[config.mk]
export PLATFORM = sky130hd
export DESIGN_NAME = poll_status_top
export DESIGN_NICKNAME = d
export VERILOG_FILES = /design/src/rtl/poll_status_pkg.sv /design/src/rtl/poll_status_ctrl.sv /design/src/rtl/poll_status_dpath.sv /design/src/rtl/poll_status_top.sv
export SDC_FILE = /design/constraint.sdc
export NUM_CORES = 1
export LEC_CHECK = 0
export BUFFER_PORTS_ARGS = -buffer_cell sky130_fd_sc_hd__buf_2
export CORE_AREA = 2 2 39 41
export DETAILED_ROUTE_END_ITERATION = 6
export DIE_AREA = 0 0 41 43
export PLACE_DENSITY_LB_ADDON = 0.3
export SKIP_LAST_GASP = 1
export SLEW_MARGIN = 5
export SYNTH_ARGS = -nofsm -noshare
export SYNTH_HDL_FRONTEND = slang
export SYNTH_HIERARCHICAL = 1
export SYNTH_SLANG_ARGS = --single-unit
[constraint.sdc]
create_clock -name clk -period 2.7 [get_ports clk]
set_input_delay 0.135 -clock clk [delete_from_list [all_inputs] [get_ports clk]]
set_output_delay 0.135 -clock clk [all_outputs]
set_load 0.01 [all_outputs]
[src/rtl/poll_status_pkg.sv]
package poll_status_pkg;
  typedef struct packed {
    logic readAct;    // read strobes active this cycle
    logic statusSel;  // return status byte instead of array data
    logic togBit;     // bit 6 value for this access
  } pollCtl_t;
endpackage

[src/rtl/poll_status_ctrl.sv]
module poll_status_ctrl
  import poll_status_pkg::*;
#(
  parameter logic TogInit = 1'b0
) (
  input  logic     clk,
  input  logic     rstN,
  input  logic     ceN,
  input  logic     oeN,
  input  logic     weN,
  input  logic     busy,
  output pollCtl_t ctl
);
  logic readAct;
  logic prevAct;
  logic readStart;
  logic togQ;
  logic togNext;

  assign readAct   = ~ceN & ~oeN & weN;
  assign readStart = readAct & ~prevAct;
  assign togNext   = togQ ^ (busy & readStart);

  always_ff @(posedge clk) begin
    if (!rstN) begin
      prevAct <= 1'b0;
      togQ    <= TogInit;
    end else begin
      prevAct <= readAct;
      togQ    <= togNext;
    end
  end

  always_comb begin
    ctl.readAct   = readAct;
    ctl.statusSel = busy;
    ctl.togBit    = togNext;
  end
endmodule

[src/rtl/poll_status_dpath.sv]
module poll_status_dpath
  import poll_status_pkg::*;
#(
  parameter int DataW     = 8,
  parameter int PollBit   = 7,
  parameter int ToggleBit = 6
) (
  input  logic             clk,
  input  logic             rstN,
  input  pollCtl_t         ctl,
  input  logic [DataW-1:0] lastData,
  input  logic [DataW-1:0] arrayData,
  output logic [DataW-1:0] busOut,
  output logic             busOe
);
  logic [DataW-1:0] statusByte;
  logic [DataW-1:0] outQ;
  logic             oeQ;

  always_comb begin
    statusByte            = lastData;
    statusByte[PollBit]   = ~lastData[PollBit];
    statusByte[ToggleBit] = ctl.togBit;
  end

  always_ff @(posedge clk) begin
    if (!rstN) begin
      outQ <= '0;
      oeQ  <= 1'b0;
    end else begin
      oeQ  <= ctl.readAct;
      if (!ctl.readAct)
        outQ <= '0;
      else if (ctl.statusSel)
        outQ <= statusByte;
      else
        outQ <= arrayData;
    end
  end

  assign busOut = outQ;
  assign busOe  = oeQ;
endmodule

[src/rtl/poll_status_top.sv]
module poll_status_top
  import poll_status_pkg::*;
#(
  parameter int   DataW     = 8,
  parameter int   PollBit   = 7,
  parameter int   ToggleBit = 6,
  parameter logic TogInit   = 1'b0
) (
  input  logic             clk,
  input  logic             rstN,
  input  logic             ceN,
  input  logic             oeN,
  input  logic             weN,
  input  logic             busy,
  input  logic [DataW-1:0] lastData,
  input  logic [DataW-1:0] arrayData,
  output logic [DataW-1:0] busOut,
  output logic             busOe
);
  pollCtl_t ctl;

  poll_status_ctrl #(.TogInit(TogInit)) u_ctrl (
    .clk(clk), .rstN(rstN), .ceN(ceN), .oeN(oeN), .weN(weN),
    .busy(busy), .ctl(ctl)
  );

  poll_status_dpath #(.DataW(DataW), .PollBit(PollBit), .ToggleBit(ToggleBit)) u_dpath (
    .clk(clk), .rstN(rstN), .ctl(ctl), .lastData(lastData),
    .arrayData(arrayData), .busOut(busOut), .busOe(busOe)
  );
endmodule

Word-level counts from Yosys, hierarchy flattened
Index checks and enable logic that the tools add are counted.
{"block": "word_totals", "ff_bits": 10, "inputBits": 22, "output_inout_bits": 9, "word_cells": 14}
{"block": "classes", "n_mux": 1, "n_bitwise": 9, "reduce_logical": 1}
{"op": "8-bit 2-to-1 mux", "n": 1}
{"op": "1-bit bitwise AND", "n": 4}
{"op": "1-bit NOT", "n": 4}
{"op": "2-bit AND reduction", "n": 1}
{"op": "1-bit bitwise XOR", "n": 1}

Logic depth before layout (Yosys ltp)
{"block": "depth", "ltp_word": 7, "ltp_mapped": 6, "depth_no_buf": 5}

Modules after synthesis
Netlist, hierarchy kept.
{"mod": "poll_status_dpath", "n_inst": 1, "cells_each": 29, "area_each_um2": 316.6, "seq_area_each_um2": 180.2}
{"mod": "poll_status_ctrl", "n_inst": 1, "cells_each": 12, "area_each_um2": 127.6, "seq_area_each_um2": 40.0}

Least setup slack after synthesis
Ideal clock, no wire load.
{"block": "synth_timing", "path_kind": "reg-to-reg", "startpoint": "register u_ctrl.prevAct", "endpoint": "register u_dpath.outQ[6], in the netlist u_dpath/busOut[6]", "setup_time_ns": 0.124, "t_arrival_ns": 0.889, "required_time_ns": 2.576, "path_slack_ns": 1.687, "path_stages_with_launch": 6, "n_path_buf": 1, "cell_sequence": "dfxtp_1 > nand3b_2 > xnor2_1 > buf_4 > mux2i_1 > nor2_1"}
{"block": "synth_via", "elab_chain_len": 5}
{"item": "from (decl)", "line": "poll_status_ctrl.sv:15", "text": "logic prevAct;"}
{"item": "from (signal assigned)", "line": "poll_status_ctrl.sv:29", "text": "prevAct <= readAct;"}
{"item": "1-bit NOT", "line": "poll_status_ctrl.sv:21", "text": "assign readStart = readAct & ~prevAct;"}
{"item": "1-bit bitwise AND", "line": "poll_status_ctrl.sv:21"}
{"item": "1-bit bitwise AND", "line": "poll_status_ctrl.sv:22", "text": "assign togNext = togQ ^ (busy & readStart);"}
{"item": "1-bit bitwise XOR", "line": "poll_status_ctrl.sv:22"}
{"item": "named net u_ctrl.togNext", "line": "poll_status_ctrl.sv:18", "text": "logic togNext;"}
{"item": "8-bit 2-to-1 mux", "line": "poll_status_dpath.sv:34", "text": "else if (ctl.statusSel)"}
{"item": "to (signal assigned)", "line": "poll_status_dpath.sv:35", "text": "outQ <= statusByte;"}
{"item": "to (signal assigned)", "line": "poll_status_dpath.sv:37", "text": "outQ <= arrayData;"}
{"item": "to (decl)", "line": "poll_status_dpath.sv:17", "text": "logic [DataW-1:0] outQ;"}
The timed path passes the listed nets, and every way through them passes these cells.
A chain may end at the register's enable or synchronous reset.

==> impl_metrics.json <==
{
  "status": "complete, no violations",
  "ys_ff_latch": 11,
  "r2r_slack_ps": 1750,
  "holdBufCountCts": 0,
  "pre_cts_ws_ps": 1650,
  "hold_class": "input port to flop",
  "vias_per_cell": 4.17,
  "slew_violations": 0,
  "first_pass_iters": 2,
  "cts_setup_buffers": 0,
  "ant_nets": 0,
  "yosysTopAreaCell": "dfxtp_1",
  "finish.net_count": 93,
  "grt_use_met3_pct": 5.24,
  "ys_seq_area_share_pct": 49.6,
  "power.share.switching_pct": 22.6,
  "drive_gt1_share_pct": 51.4,
  "internal_power_mw": 0.241,
  "gr-total-overflow": 0,
  "ys_types": 13,
  "hpwl_um": 606,
  "coreArea_um2": 1380,
  "cts_root_buf": "clkbuf_4",
  "ioPinCount": 31,
  "cp_max_fo": 2,
  "final_core_util_pct": 43.6,
  "criticalPathCategory": "flop to flop",
  "final_cell_mix": "29 x buf_2, 11 x dfxtp_1, 8 x mux2i_1",
  "diodes": 0,
  "rsz0062_at_grt": "no",
  "drt_wl_total_um": 793,
  "cts.sinks": 11,
  "final_hold_viol_count": 0,
  "grt_pass1_vias": 318,
  "met1_usage_pct": 9.06,
  "cap_violations": 0,
  "first_iter_violations": 2,
  "clock_path_buffers": 2,
  "cpMaxStageDelayCell": "dfxtp_1",
  "tritoncts": "built",
  "syn_area_per_cell_um2": 10.8,
  "fp.dieW_um": 41,
  "cts-resized-gates": 0,
  "insertion_delay_ps": 260,
  "setup_viol": 0,
  "grt_usage_pct": 10.2,
  "met2_usage_pct": 16.9,
  "crit_path_start_kind": "flop",
  "synthToLayoutAreaGrowth_pct": 35.8,
  "start_util_pct": 32.1,
  "power_frac_comb_pct": 11.8,
  "top_usage_layer": "met2",
  "finalSetupTns_ps": 0,
  "grt_antenna_before_repair": 0,
  "dieArea_um2": 1760,
  "wl_per_cell_um": 9.22,
  "synth_nets": 63,
  "power_density_nw_per_um2": 517,
  "min_period_ps": 946,
  "num_rows": 14,
  "netlist.area_leader.share_pct": 49.6,
  "fp.dieH_um": 43,
  "worst_slew_pin_slew_ps": 346,
  "yosysWarnings": 6,
  "p_switching_mw": 0.0705,
  "max_slew_margin_pct": 76.9,
  "skew_ps": 2.96,
  "drc": 0,
  "numCtsBuffers": 3,
  "worst_setup_path_end_kind": "flop",
  "ir_worst_vdd_uv": 255,
  "p_leak_nw": 0.331,
  "clockPowerShare_pct": 34.8,
  "netlist_area_um2": 444,
  "cp_top_family": "flip-flops",
  "via_count": 359,
  "min_period_over_period_pct": 35.0,
  "final_common_cell": "buf_2",
  "synth_area_leaders": "dfxtp_1 50%, mux2i_1 18%, nor2_1 5.9%, buf_4 5.1%, nand2b_1 4.2%",
  "crit_arrival_ps": 1090,
  "p_seq_share_pct": 53.4,
  "place.gp.congestion": 0.526,
  "grt_pass1_wl_mm": 1.18,
  "cp.required_ps": 2850,
  "cpPeakStageDelay_ps": 300,
  "htree_num_levels": 1,
  "path_buf_inv": 0,
  "fin_ws_ps": 1750,
  "grt_max_degree": 11,
  "syn_inst": 41,
  "portBuffers": 29,
  "clkTransAtPathRegs_ps": 70,
  "clock.fmax_ghz": 1.06,
  "path_cells": "nand3b_2 -> xnor2_1 -> mux2i_1 -> nor2_1"
}
-- kinds of logic (layout without fill, tap and decap cells) --
kind of cell	Yosys count	in the layout	share of synthesized area [%]
buffers and inverters	5	34	8.45
AO/OA/AOI/OAI	1	1	1.97
flip-flops	11	11	49.6
AND/OR/NAND/NOR	15	15	20.0
multiplexers	8	8	18.0
XOR/XNOR	1	1	1.97
-- path summary, 6_finish.rpt --
kind                            cells past startpoint                            to                 startpoint
worst max-delay path                                4  u_dpath/busOut[6]$_SDFF_PN0_  u_ctrl/prevAct$_SDFF_PN0_
worst min-delay path                                3  u_dpath/busOut[4]$_SDFF_PN0_               arrayData[4]
worst max register to register                      4  u_dpath/busOut[6]$_SDFF_PN0_  u_ctrl/prevAct$_SDFF_PN0_
worst min register to register                      2        u_ctrl/togQ$_SDFF_PN0_     u_ctrl/togQ$_SDFF_PN0_
-- cell type report --
class	count	area (um2)
Fill cell	146	781
Sequential cell	11	220
Multi-Input combinational cell	25	186
Timing Repair Buffer	29	145
Clock buffer	3	22.5
Tap cell	16	20.0
Clock inverter	1	5.00
Inverter	1	3.75
-- power groups by stage --
stage | sequential (mW) | combinational [mW] | clock (mW)
global placement | 0.170 | 0.0368 | 0
detailed placement | 0.170 | 0.0376 | 0
finish | 0.166 | 0.0368 | 0.109
floorplan | 0.172 | 0.0211 | 0
CTS | 0.166 | 0.0377 | 0.116
global route | 0.167 | 0.0415 | 0.125
-- worst register-to-register path, stage by stage (launching register included) --
cell and delay [ps]:
dfxtp_1 300, nand3b_2 220, xnor2_1 140, mux2i_1 130
nor2_1 50
-- through the flow --
step | hold WS [ps] | power (mW) | instance area [um2] | instances
after global placement | 364 | 0.207 | 576 | 82
after global routing | 98.5 | 0.333 | 603 | 86
after floorplan | 257 | 0.193 | 444 | 41
after CTS | 90.9 | 0.320 | 603 | 86
final | 101 | 0.312 | 603 | 86
after detailed placement | 372 | 0.208 | 576 | 82
-- sequential cells by signal, summed over array words and instances, names as in the netlist --
signal / count
u_ctrl/prevAct: 1
u_ctrl/togQ: 1
u_dpath/busOe: 1
u_dpath/busOut: 8
-- synth_stat cells (all sizes together) --
cell type and count:
a21oi 1, buf 4, nor3b 1, nand2 2
mux2i 8, dfxtp 11, inv 1, nand3b 1
and2 1, xnor2 1, nor2 7, nand2b 3
-- layer usage --
| metal | vias up | part of all wire [%] | wire, um |
|---|---|---|---|
| li1 | 187 | - | - |
| met5 | - | 0 | 0 |
| met4 | 0 | 0.50 | 4 |
| met2 | 20 | 43 | 338 |
| met3 | 2 | 14 | 108 |
| met1 | 150 | 43 | 342 |
No activity file was read; power rests on OpenSTA's default activity.
